File: src/rtl/vfd_scan_pkg.sv
package vfd_scan_pkg;
  localparam int FRAME_W = 64;
  localparam int SEG_N = 30;
  // Frame type lives in the first bit sent.
  localparam logic FRAME_DISPLAY = 1'b0;
  localparam logic FRAME_CONTROL = 1'b1;

  typedef enum logic {PH_GAP, PH_LIT} scan_phase_e;

  // Strobes passed from control to datapath.
  typedef struct packed {
    logic shiftEn;   // one serial bit accepted
    logic shiftBit;  // its value
    logic latchEn;   // select fell: capture the frame
    logic pwmLvl;    // synchronized PWM level
    logic pwmRise;   // PWM rising edge
    logic snapEn;    // last gap cycle: capture the lit time
    logic lit;       // lit window active
    logic gridSel;   // grid being scanned
  } ctl_strobe_t;
endpackage

File: src/rtl/vfd_duty_div.sv
// Shift-subtract divider: quotient = floor(highCnt * 2^DIM_BITS / perCnt).
// Needs highCnt <= perCnt and takes DIM_BITS+1 cycles.
module vfd_duty_div #(
  parameter int CNT_W = 16,
  parameter int DIM_BITS = 11
) (
  input  logic                clk,
  input  logic                rstN,
  input  logic                start,
  input  logic [CNT_W-1:0]    highCnt,
  input  logic [CNT_W-1:0]    perCnt,
  output logic [DIM_BITS:0]   dutyVal
);
  localparam int STEP_W = $clog2(DIM_BITS + 1);

  logic [CNT_W:0]    rem;
  logic [CNT_W-1:0]  divisor;
  logic [DIM_BITS:0] quo;
  logic [STEP_W-1:0] stepCnt;
  logic              busy;
  logic              geq;
  logic [CNT_W:0]    remSub;

  assign geq    = rem >= {1'b0, divisor};
  assign remSub = geq ? (rem - {1'b0, divisor}) : rem;

  always_ff @(posedge clk or negedge rstN) begin
    if (!rstN) begin
      rem     <= '0;
      divisor <= '0;
      quo     <= '0;
      stepCnt <= '0;
      busy    <= 1'b0;
      dutyVal <= '0;
    end else if (start) begin
      rem     <= {1'b0, highCnt};
      divisor <= perCnt;
      quo     <= '0;
      stepCnt <= STEP_W'(DIM_BITS);
      busy    <= 1'b1;
    end else if (busy) begin
      rem <= {remSub[CNT_W-1:0], 1'b0};
      quo <= {quo[DIM_BITS-1:0], geq};
      if (stepCnt == '0) begin
        busy    <= 1'b0;
        dutyVal <= {quo[DIM_BITS-1:0], geq};
      end else begin
        stepCnt <= stepCnt - 1'b1;
      end
    end
  end
endmodule

File: src/rtl/vfd_scan_ctrl.sv
// Control: synchronizes the pins, finds their edges and runs the grid scan timer.
module vfd_scan_ctrl
  import vfd_scan_pkg::*;
#(
  parameter int DIM_BITS = 11,
  parameter int GAP_TICKS = 4,
  parameter int SYNC_STAGES = 2
) (
  input  logic                clk,
  input  logic                rstN,
  input  logic                csIn,
  input  logic                sClkIn,
  input  logic                sDataIn,
  input  logic                pwmIn,
  output ctl_strobe_t         strobe,
  output logic [DIM_BITS-1:0] phaseCnt
);
  localparam int GAP_W = $clog2(GAP_TICKS + 1);
  localparam int PIN_N = 4;

  logic [PIN_N-1:0] syncPipe [SYNC_STAGES];
  logic [PIN_N-1:0] pinS;
  logic csD, sClkD, pwmD;
  logic csS, sClkS, sDataS, pwmS;

  always_ff @(posedge clk or negedge rstN) begin
    if (!rstN) begin
      for (int i = 0; i < SYNC_STAGES; i++) syncPipe[i] <= '0;
    end else begin
      syncPipe[0] <= {pwmIn, sDataIn, sClkIn, csIn};
      for (int i = 1; i < SYNC_STAGES; i++) syncPipe[i] <= syncPipe[i-1];
    end
  end

  assign pinS   = syncPipe[SYNC_STAGES-1];
  assign csS    = pinS[0];
  assign sClkS  = pinS[1];
  assign sDataS = pinS[2];
  assign pwmS   = pinS[3];

  always_ff @(posedge clk or negedge rstN) begin
    if (!rstN) begin
      csD   <= 1'b0;
      sClkD <= 1'b0;
      pwmD  <= 1'b0;
    end else begin
      csD   <= csS;
      sClkD <= sClkS;
      pwmD  <= pwmS;
    end
  end

  // Grid scan timer.
  scan_phase_e      phase;
  logic [GAP_W-1:0] gapCnt;
  logic             gridSel;
  logic             gapLast;
  logic             litLast;

  assign gapLast = (phase == PH_GAP) && (gapCnt == GAP_W'(GAP_TICKS - 1));
  assign litLast = (phase == PH_LIT) && (phaseCnt == {DIM_BITS{1'b1}});

  always_ff @(posedge clk or negedge rstN) begin
    if (!rstN) begin
      phase    <= PH_GAP;
      gapCnt   <= '0;
      phaseCnt <= '0;
      gridSel  <= 1'b0;
    end else if (phase == PH_GAP) begin
      if (gapLast) begin
        phase    <= PH_LIT;
        gapCnt   <= '0;
        phaseCnt <= '0;
      end else begin
        gapCnt <= gapCnt + 1'b1;
      end
    end else begin
      if (litLast) begin
        phase   <= PH_GAP;
        gridSel <= ~gridSel;
      end else begin
        phaseCnt <= phaseCnt + 1'b1;
      end
    end
  end

  always_comb begin
    strobe.shiftEn  = csS & sClkS & ~sClkD;
    strobe.shiftBit = sDataS;
    strobe.latchEn  = csD & ~csS;
    strobe.pwmLvl   = pwmS;
    strobe.pwmRise  = pwmS & ~pwmD;
    strobe.snapEn   = gapLast;
    strobe.lit      = (phase == PH_LIT);
    strobe.gridSel  = gridSel;
  end
endmodule

File: src/rtl/vfd_scan_dp.sv
// Datapath: shift register, frame latches, PWM measurement, lit-time snapshot, output registers.
module vfd_scan_dp
  import vfd_scan_pkg::*;
#(
  parameter int DIM_BITS = 11,
  parameter int CNT_W = 16
) (
  input  logic                clk,
  input  logic                rstN,
  input  ctl_strobe_t         strobe,
  input  logic [DIM_BITS-1:0] phaseCnt,
  input  logic                daylightIn,
  input  logic                blankN,
  output logic                serOut,
  output logic [SEG_N-1:0]    segOut,
  output logic [1:0]          gridOut
);
  localparam int SRC_BIT = DIM_BITS;
  localparam logic [DIM_BITS:0] FULL_ON = 1 << DIM_BITS;

  logic [FRAME_W-1:0]   shiftReg;
  logic [2*SEG_N-1:0]   segLatch;
  logic [DIM_BITS-1:0]  dimWord;
  logic                 srcPwm;

  always_ff @(posedge clk or negedge rstN) begin
    if (!rstN) begin
      shiftReg <= '0;
    end else if (strobe.shiftEn) begin
      shiftReg <= {shiftReg[FRAME_W-2:0], strobe.shiftBit};
    end
  end
  assign serOut = shiftReg[FRAME_W-1];

  always_ff @(posedge clk or negedge rstN) begin
    if (!rstN) begin
      segLatch <= '0;
      dimWord  <= '0;
      srcPwm   <= 1'b0;
    end else if (strobe.latchEn) begin
      if (shiftReg[FRAME_W-1] == FRAME_CONTROL) begin
        dimWord <= shiftReg[DIM_BITS-1:0];
        srcPwm  <= shiftReg[SRC_BIT];
      end else begin
        segLatch <= shiftReg[2*SEG_N-1:0];
      end
    end
  end

  // PWM measurement over one input period.
  logic [CNT_W-1:0] highCnt, perCnt;
  logic             seenEdge;
  logic [DIM_BITS:0] pwmDuty;

  always_ff @(posedge clk or negedge rstN) begin
    if (!rstN) begin
      highCnt  <= '0;
      perCnt   <= '0;
      seenEdge <= 1'b0;
    end else if (strobe.pwmRise) begin
      highCnt  <= CNT_W'(1);
      perCnt   <= CNT_W'(1);
      seenEdge <= 1'b1;
    end else begin
      if (perCnt != {CNT_W{1'b1}}) perCnt <= perCnt + 1'b1;
      if (strobe.pwmLvl && highCnt != {CNT_W{1'b1}}) highCnt <= highCnt + 1'b1;
    end
  end

  vfd_duty_div #(.CNT_W(CNT_W), .DIM_BITS(DIM_BITS)) u_div (
    .clk     (clk),
    .rstN    (rstN),
    .start   (strobe.pwmRise & seenEdge),
    .highCnt (highCnt),
    .perCnt  (perCnt),
    .dutyVal (pwmDuty)
  );

  // Lit time is frozen for a whole grid period.
  logic [DIM_BITS:0] onSnap;
  always_ff @(posedge clk or negedge rstN) begin
    if (!rstN) begin
      onSnap <= '0;
    end else if (strobe.snapEn) begin
      if (daylightIn)  onSnap <= FULL_ON;
      else if (srcPwm) onSnap <= pwmDuty;
      else             onSnap <= {1'b0, dimWord};
    end
  end

  logic litOn;
  assign litOn = strobe.lit && blankN && ({1'b0, phaseCnt} < onSnap);

  always_ff @(posedge clk or negedge rstN) begin
    if (!rstN) begin
      gridOut <= '0;
      segOut  <= '0;
    end else if (!litOn) begin
      gridOut <= '0;
      segOut  <= '0;
    end else if (strobe.gridSel) begin
      gridOut <= 2'b10;
      segOut  <= segLatch[2*SEG_N-1:SEG_N];
    end else begin
      gridOut <= 2'b01;
      segOut  <= segLatch[SEG_N-1:0];
    end
  end
endmodule

File: src/rtl/vfd_scan_top.sv
module vfd_scan_top
  import vfd_scan_pkg::*;
#(
  parameter int DIM_BITS = 11,
  parameter int GAP_TICKS = 4,
  parameter int CNT_W = 16,
  parameter int SYNC_STAGES = 2
) (
  input  logic             clk,
  input  logic             rstN,
  input  logic             csIn,
  input  logic             sClkIn,
  input  logic             sDataIn,
  input  logic             pwmIn,
  input  logic             daylightIn,
  input  logic             blankN,
  output logic             serOut,
  output logic [SEG_N-1:0] segOut,
  output logic [1:0]       gridOut
);
  ctl_strobe_t         strobe;
  logic [DIM_BITS-1:0] phaseCnt;

  vfd_scan_ctrl #(
    .DIM_BITS(DIM_BITS), .GAP_TICKS(GAP_TICKS), .SYNC_STAGES(SYNC_STAGES)
  ) u_ctrl (
    .clk(clk), .rstN(rstN), .csIn(csIn), .sClkIn(sClkIn), .sDataIn(sDataIn),
    .pwmIn(pwmIn), .strobe(strobe), .phaseCnt(phaseCnt)
  );

  vfd_scan_dp #(.DIM_BITS(DIM_BITS), .CNT_W(CNT_W)) u_dp (
    .clk(clk), .rstN(rstN), .strobe(strobe), .phaseCnt(phaseCnt),
    .daylightIn(daylightIn), .blankN(blankN), .serOut(serOut),
    .segOut(segOut), .gridOut(gridOut)
  );
endmodule

File: config.mk
export PLATFORM = sky130hd
export DESIGN_NAME = vfd_scan_top
export DESIGN_NICKNAME = d
export VERILOG_FILES = /design/src/rtl/vfd_scan_pkg.sv /design/src/rtl/vfd_duty_div.sv /design/src/rtl/vfd_scan_ctrl.sv /design/src/rtl/vfd_scan_dp.sv /design/src/rtl/vfd_scan_top.sv
export SDC_FILE = /design/constraint.sdc
export NUM_CORES = 1
export LEC_CHECK = 0
export BUFFER_PORTS_ARGS = -buffer_cell sky130_fd_sc_hd__buf_2
export CORE_ASPECT_RATIO = 0.6
export CORE_UTILIZATION = 52
export CTS_BUF_LIST = sky130_fd_sc_hd__clkbuf_4 sky130_fd_sc_hd__clkbuf_8
export DETAILED_ROUTE_END_ITERATION = 8
export PLACE_DENSITY = 0.71
export SLEW_MARGIN = 20
export SYNTH_ARGS = -nofsm -noshare
export SYNTH_HDL_FRONTEND = slang
export SYNTH_SLANG_ARGS = --single-unit
File: constraint.sdc
create_clock -name clk -period 2.3 [get_ports clk]
set_input_delay 0.23 -clock clk [delete_from_list [all_inputs] [get_ports clk]]
set_output_delay 0.23 -clock clk [all_outputs]
set_load 0.01 [all_outputs]
Yosys cells after proc, flatten, opt, wreduce, memory -nomap -nowiden
Cells that the tools add are included.

Multiplexer cells: 28. Bitwise gates (word level): 12. Magnitude comparators: 2. Eq/ne operators: 6. Add/sub/neg operators: 6. Reduce and logical (&&, ||, !) cells: 16.

Operators by type and width (number): $mux 16 (5); $mux 30 (2); $mux 11 (5); $mux 17 (2); $add 16x1->16 const B (2); $ne 16x16->1 const B (2); $mux 12 (2); $ge 17x16->1 (1); $sub 16x16->16 (1); $lt 11x12->1 (1); $mux 4 (3); $add 11x1->11 const B (1); $eq 11x11->1 const B (1); $reduce_and 2->1 (5); $reduce_bool 2->1 (4); $not 1->1 (7); $mux 1 (6); $and 1x1->1 (5); $logic_and 1x1->1 (5); $logic_not 4->1 (1); $mux 2 (2); $ne 2x2->1 const B (2); $sub 4x1->4 const B (1); $add 3x1->3 const B (1); 3 further kinds (3).

Register bits: 301. Output and inout bits: 33. Word-level logic and storage cells: 95.

Longest topological paths before layout
Depth in word-level cells: 5. Mapped depth: 11. Depth with buffers taken out: 11.

Hierarchy
A second synthesis with hierarchy kept.

Cells, all modules: 1177. Area, all modules: 13888.3 um2.

By module, submodules not included: vfd_scan_dp (area an instance 8876.0 um2, instances 1, cells each 665); vfd_duty_div (area an instance 3793.6 um2, instances 1, cells each 408); vfd_scan_ctrl (area an instance 1218.7 um2, instances 1, cells each 104).

Worst setup path after synthesis
OpenSTA, ideal clock, no wires.

Path kind: register to register. Start point: register u_dp.u_div.rem[0]. End point: register u_dp.u_div.rem[15]. Library setup time: 0.128 ns. Buffers on the path: 0. Required time: 2.172 ns. Cell stages (with the launch flop): 12. Setup slack: -0.185 ns. Arrival: 2.357 ns. Path through: dfrtp_1 inv_1 ha_1 inv_1 fa_1 a21o_1 a221o_2 a311oi_2 o211ai_1 a31oi_1 xor2_1 o31ai_1.

Word-level cells in the longest chain between the ends: 4. Elaborated cells on any way between the ends: 5. Those cells by class: add/sub: 1; order compare: 1; mux: 3.

RTL lines: start: declaration (RTL line vfd_duty_div.sv:16) `logic [CNT_W:0] rem;`; start signal: assignment (RTL line vfd_duty_div.sv:36) `rem <= {1'b0, highCnt};`; start signal: assignment (RTL line vfd_duty_div.sv:42) `rem <= {remSub[CNT_W-1:0], 1'b0};`; $sub 16x16->16 or $ge 17x16->1 (tied branches) (RTL line vfd_duty_div.sv:25, vfd_duty_div.sv:24); $mux 16 (*) (RTL line vfd_duty_div.sv:25) `assign remSub = geq ? (rem - {1'b0, divisor}) : rem;`; $mux 17 (*) (RTL line vfd_duty_div.sv:41) `end else if (busy) begin`; $mux 17 (*) (RTL line vfd_duty_div.sv:35) `end else if (start) begin`.

Mark *: on every way between the ends. The rest lies on a longest branch, timed or not. The select of a mux whose other input is x is not followed. A chain may end at the register's enable or synchronous reset.

Final worst setup path
Same ends and word-level chain as after synthesis.

==> key figures <==
Global routing
  • First-pass GRT wire length: 43.7 mm
  • Initial antenna violation count: 0
  • Largest net degree at the start of global routing: 65
  • Total GRT Usage: 21.0%
  • GRT overflow: 0
  • Vias in the first global route: 8289

STA
  • Clk_skew: 0.0307 ns
  • Period utilization: 109%
  • RSZ-0062 raised after global routing: true
  • Period minus WS final: 2.52 ns
  • Endpoints failing hold: 0
  • Final hold slack: 0.192 ns
  • Worst Max-Slew Pin Slew: 0.720 ns
  • Slew margin rel.: 51.8%
  • Slew Limit Fails: 0
  • Final worst-path setup slack: -0.218 ns
  • Final setup fails: 8
  • Max Freq: 397 MHz

Power
  • Pwr Total: 15.3 mW
  • Power Density: 993 nW/um2
  • IR Drop Worst-Case VDD: 0.000490 V
  • Static leakage: 7.36 nW

Logic synthesis
  • Number of synthesized flops with an enable pin: 0
  • Syn_area_per_cell: 12.1 um2
  • Top cells by area, synth: dfrtp_1, mux2_2, mux2i_1, ha_1, nor2_1
  • Sequential-to-total area share from yosys stat: 57.2%
  • Synth top cells by count: dfrtp_1, mux2_2, nor2_1
  • Post-Synthesis Cell Area: 13200 um2
  • Top-count cell post-synth: dfrtp_1
  • Main synth FF type: dfrtp_1
  • Syn Inst Count: 1087
  • Area fraction of the dominant cell type after synthesis: 57.2%
  • Synth warnings: 0
  • Seq cells post-synth: 301
  • Ys async rst share: 100%
  • Post-synthesis cell type with the largest combined area: dfrtp_1
  • Syn Nets: 1127
  • Distinct cells, synth: 52

CTS
  • Root Driver: clkbuf_8
  • # H-tree levels: 2
  • CTS buffer count: 45
  • Longest Clk Path Bufs: 3
  • Clock slew at reported path FFs: 0.06 ns
  • Clk_lat worst skew: 0.58 ns
  • Clock net sink count: 301
  • CTS tree: yes

Floorplan
  • Initial Util: 53.8%
  • Top Ports: 41
  • Total core area: 24500 um2
  • Rows: 44
  • Full die area: 26000 um2
  • Die Y: 125 um
  • Chip Width: 207 um

Final layout
  • Area delta synth->final: 16.8%
  • Final core utilization: 62.8%
  • Fill count: 1835
  • Fin nets: 1233
  • Register area: 7530 um2
  • Ant. Diodes: 0
  • Layout cells sized above 1: 30.7%
  • Multi-input logic area: 5450 um2
  • Design Area, Final: 15400 um2

Route
  • Starting DRT DRC Count: 609
  • Drt total wl: 26.6 mm
  • Final ANT Viol Nets: 0
  • Wire length per cell: 17.2 um
  • 1st-pass router iterations: 5
  • Via/cell ratio: 5.55
  • Drc violations: 0
  • DR vias: 8598

Critical path
  • Worst Path Max Fanout: 2
  • Crit Path Class: reg2reg
  • WP data arrival: 2.94 ns
  • Crit end category: register
  • Crit path required time: 2.72 ns
  • CP Launch Type: register

Outcome
  • Status: complete, but fails checks
  • Failing checks: negative setup slack

Placement
  • Post-DP Area: 14100 um2
  • RePlAce Congestion: 0.924
  • Hpwl dp: 17.7 mm
  • PortBufs: 40

Min path
  • Min-Delay Path Class: in2async

Job
  • Max Cap Violations: 0
-- final timing paths --
| check | start | end | slack (ns) | cells after the start |
|---|---|---|---|---|
| max | u_dp.u_div.rem[0] | u_dp.u_div.rem[15] | -0.22 | 11 |
| max reg2reg | u_dp.u_div.rem[0] | u_dp.u_div.rem[15] | -0.22 | 11 |
| min in group clk | pwmIn | u_ctrl.syncPipe[7] | 0.29 | 2 |
| min | rstN | u_ctrl.phaseCnt[7] | 0.19 | 2 |
| min reg2reg | u_ctrl.syncPipe[5] | u_ctrl.pinS[1] | 0.35 | 0 |
| max in group asynchronous | rstN | u_dp.shiftReg[30] | 1.36 | 3 |
-- logic make-up (layout without fill, tap and decap cells) --
kind of cell | count (synthesis) | in the layout | share of synthesized area (%)
mux | 216 | 216 | 17.8
flops | 301 | 301 | 57.2
compound gates | 148 | 148 | 6.64
xor+xnor | 40 | 40 | 2.66
simple gates | 264 | 264 | 9.85
buf+inv | 86 | 225 | 2.72
fa+ha+maj | 32 | 32 | 3.10
-- what timing repair did --
item                       in CTS  in global routing
hold endpoints to repair       60                  0
setup buffers                   4                  8
hold buffers                    6                  0
gates resized for setup        15                 25
gates cloned                    0                  2
pin swaps                       4                  5
setup endpoints to repair      17                 19
-- where the power goes --
| part | switching [mW] | internal, mW |
|---|---|---|
| Sequential | 0.449 | 5.85 |
| Clock | 2.06 | 2.53 |
| Combinational | 2.10 | 2.28 |
-- registers in the layout, summed over array words and instances, names as in the netlist, 2 cells and up --
signal              count
u_ctrl.phaseCnt        11
u_dp.shiftReg          64
u_dp.dimWord           11
u_dp.perCnt            16
u_dp.u_div.quo         11
u_ctrl.gapCnt           3
u_dp.gridOut            2
u_dp.u_div.dutyVal     12
u_ctrl.syncPipe         4
u_ctrl.pinS             4
u_dp.highCnt           16
u_dp.segLatch          60
u_dp.u_div.rem         17
u_dp.u_div.stepCnt      4
u_dp.u_div.divisor     16
u_dp.onSnap            12
u_dp.segOut            30
-- routing by layer --
metal | track usage (%) | share of wire [%]
met2 | 27.5 | 39
met3 | 4.42 | 5.7
met4 | 5.18 | 1.3
met5 | 0 | 0
met1 | 34.5 | 54
-- layout make-up --
class	count	area share (%)
Clock buffer	72	5.67
Tap cell	322	2.62
Timing Repair Buffer	110	5.94
Clock inverter	8	0.561
Sequential cell	301	49.0
Multi-Input combinational cell	700	35.4
Inverter	35	0.854
-- worst max-delay path: stages (launching register included) --
cell and delay (ns):
dfrtp_1 0.37, inv_2 0.08, ha_4 0.13, inv_2 0.03
fa_2 0.34, a21o_1 0.19, a221o_2 0.38, a311oi_2 0.24
o211ai_1 0.13, a31oi_1 0.21, xor2_1 0.17, o31ai_1 0.08
-- metrics by stage --
step | instances | worst slack [ns] | setup TNS [ns]
6_report | 1548 | -0.218 | -0.680
5_1_grt | 1548 | -0.292 | -2.19
4_1_cts | 1541 | -0.210 | -0.649
3_5_place_dp | 1451 | -0.269 | -1.20
3_3_place_gp | 1451 | -0.186 | -0.425
2_1_floorplan | 1087 | -0.0967 | -0.134
-- placed cells by master (no fill, tap or decap), types with 4 or more instances in the layout --
cell	instances
and4_1	5
clkbuf_8	53
nand4_1	10
nor2_1	81
ha_4	5
xor2_1	20
nand3_1	16
nor3_1	9
ha_1	24
o21ai_0	58
mux2_2	149
inv_2	4
buf_12	9
mux2i_1	66
o21a_1	4
clkinv_2	4
and3_1	13
dfrtp_1	299
a21o_1	5
dlygate4sd3_1	6
or3_1	13
xnor2_1	19
a31oi_1	12
nand2_1	64
buf_4	50
clkbuf_4	19
inv_1	31
o31ai_1	5
nand2b_1	8
a21oi_1	34
buf_2	39
and2_1	6
and2_2	4
nor3b_1	16
(Power assumes the default switching activity.)
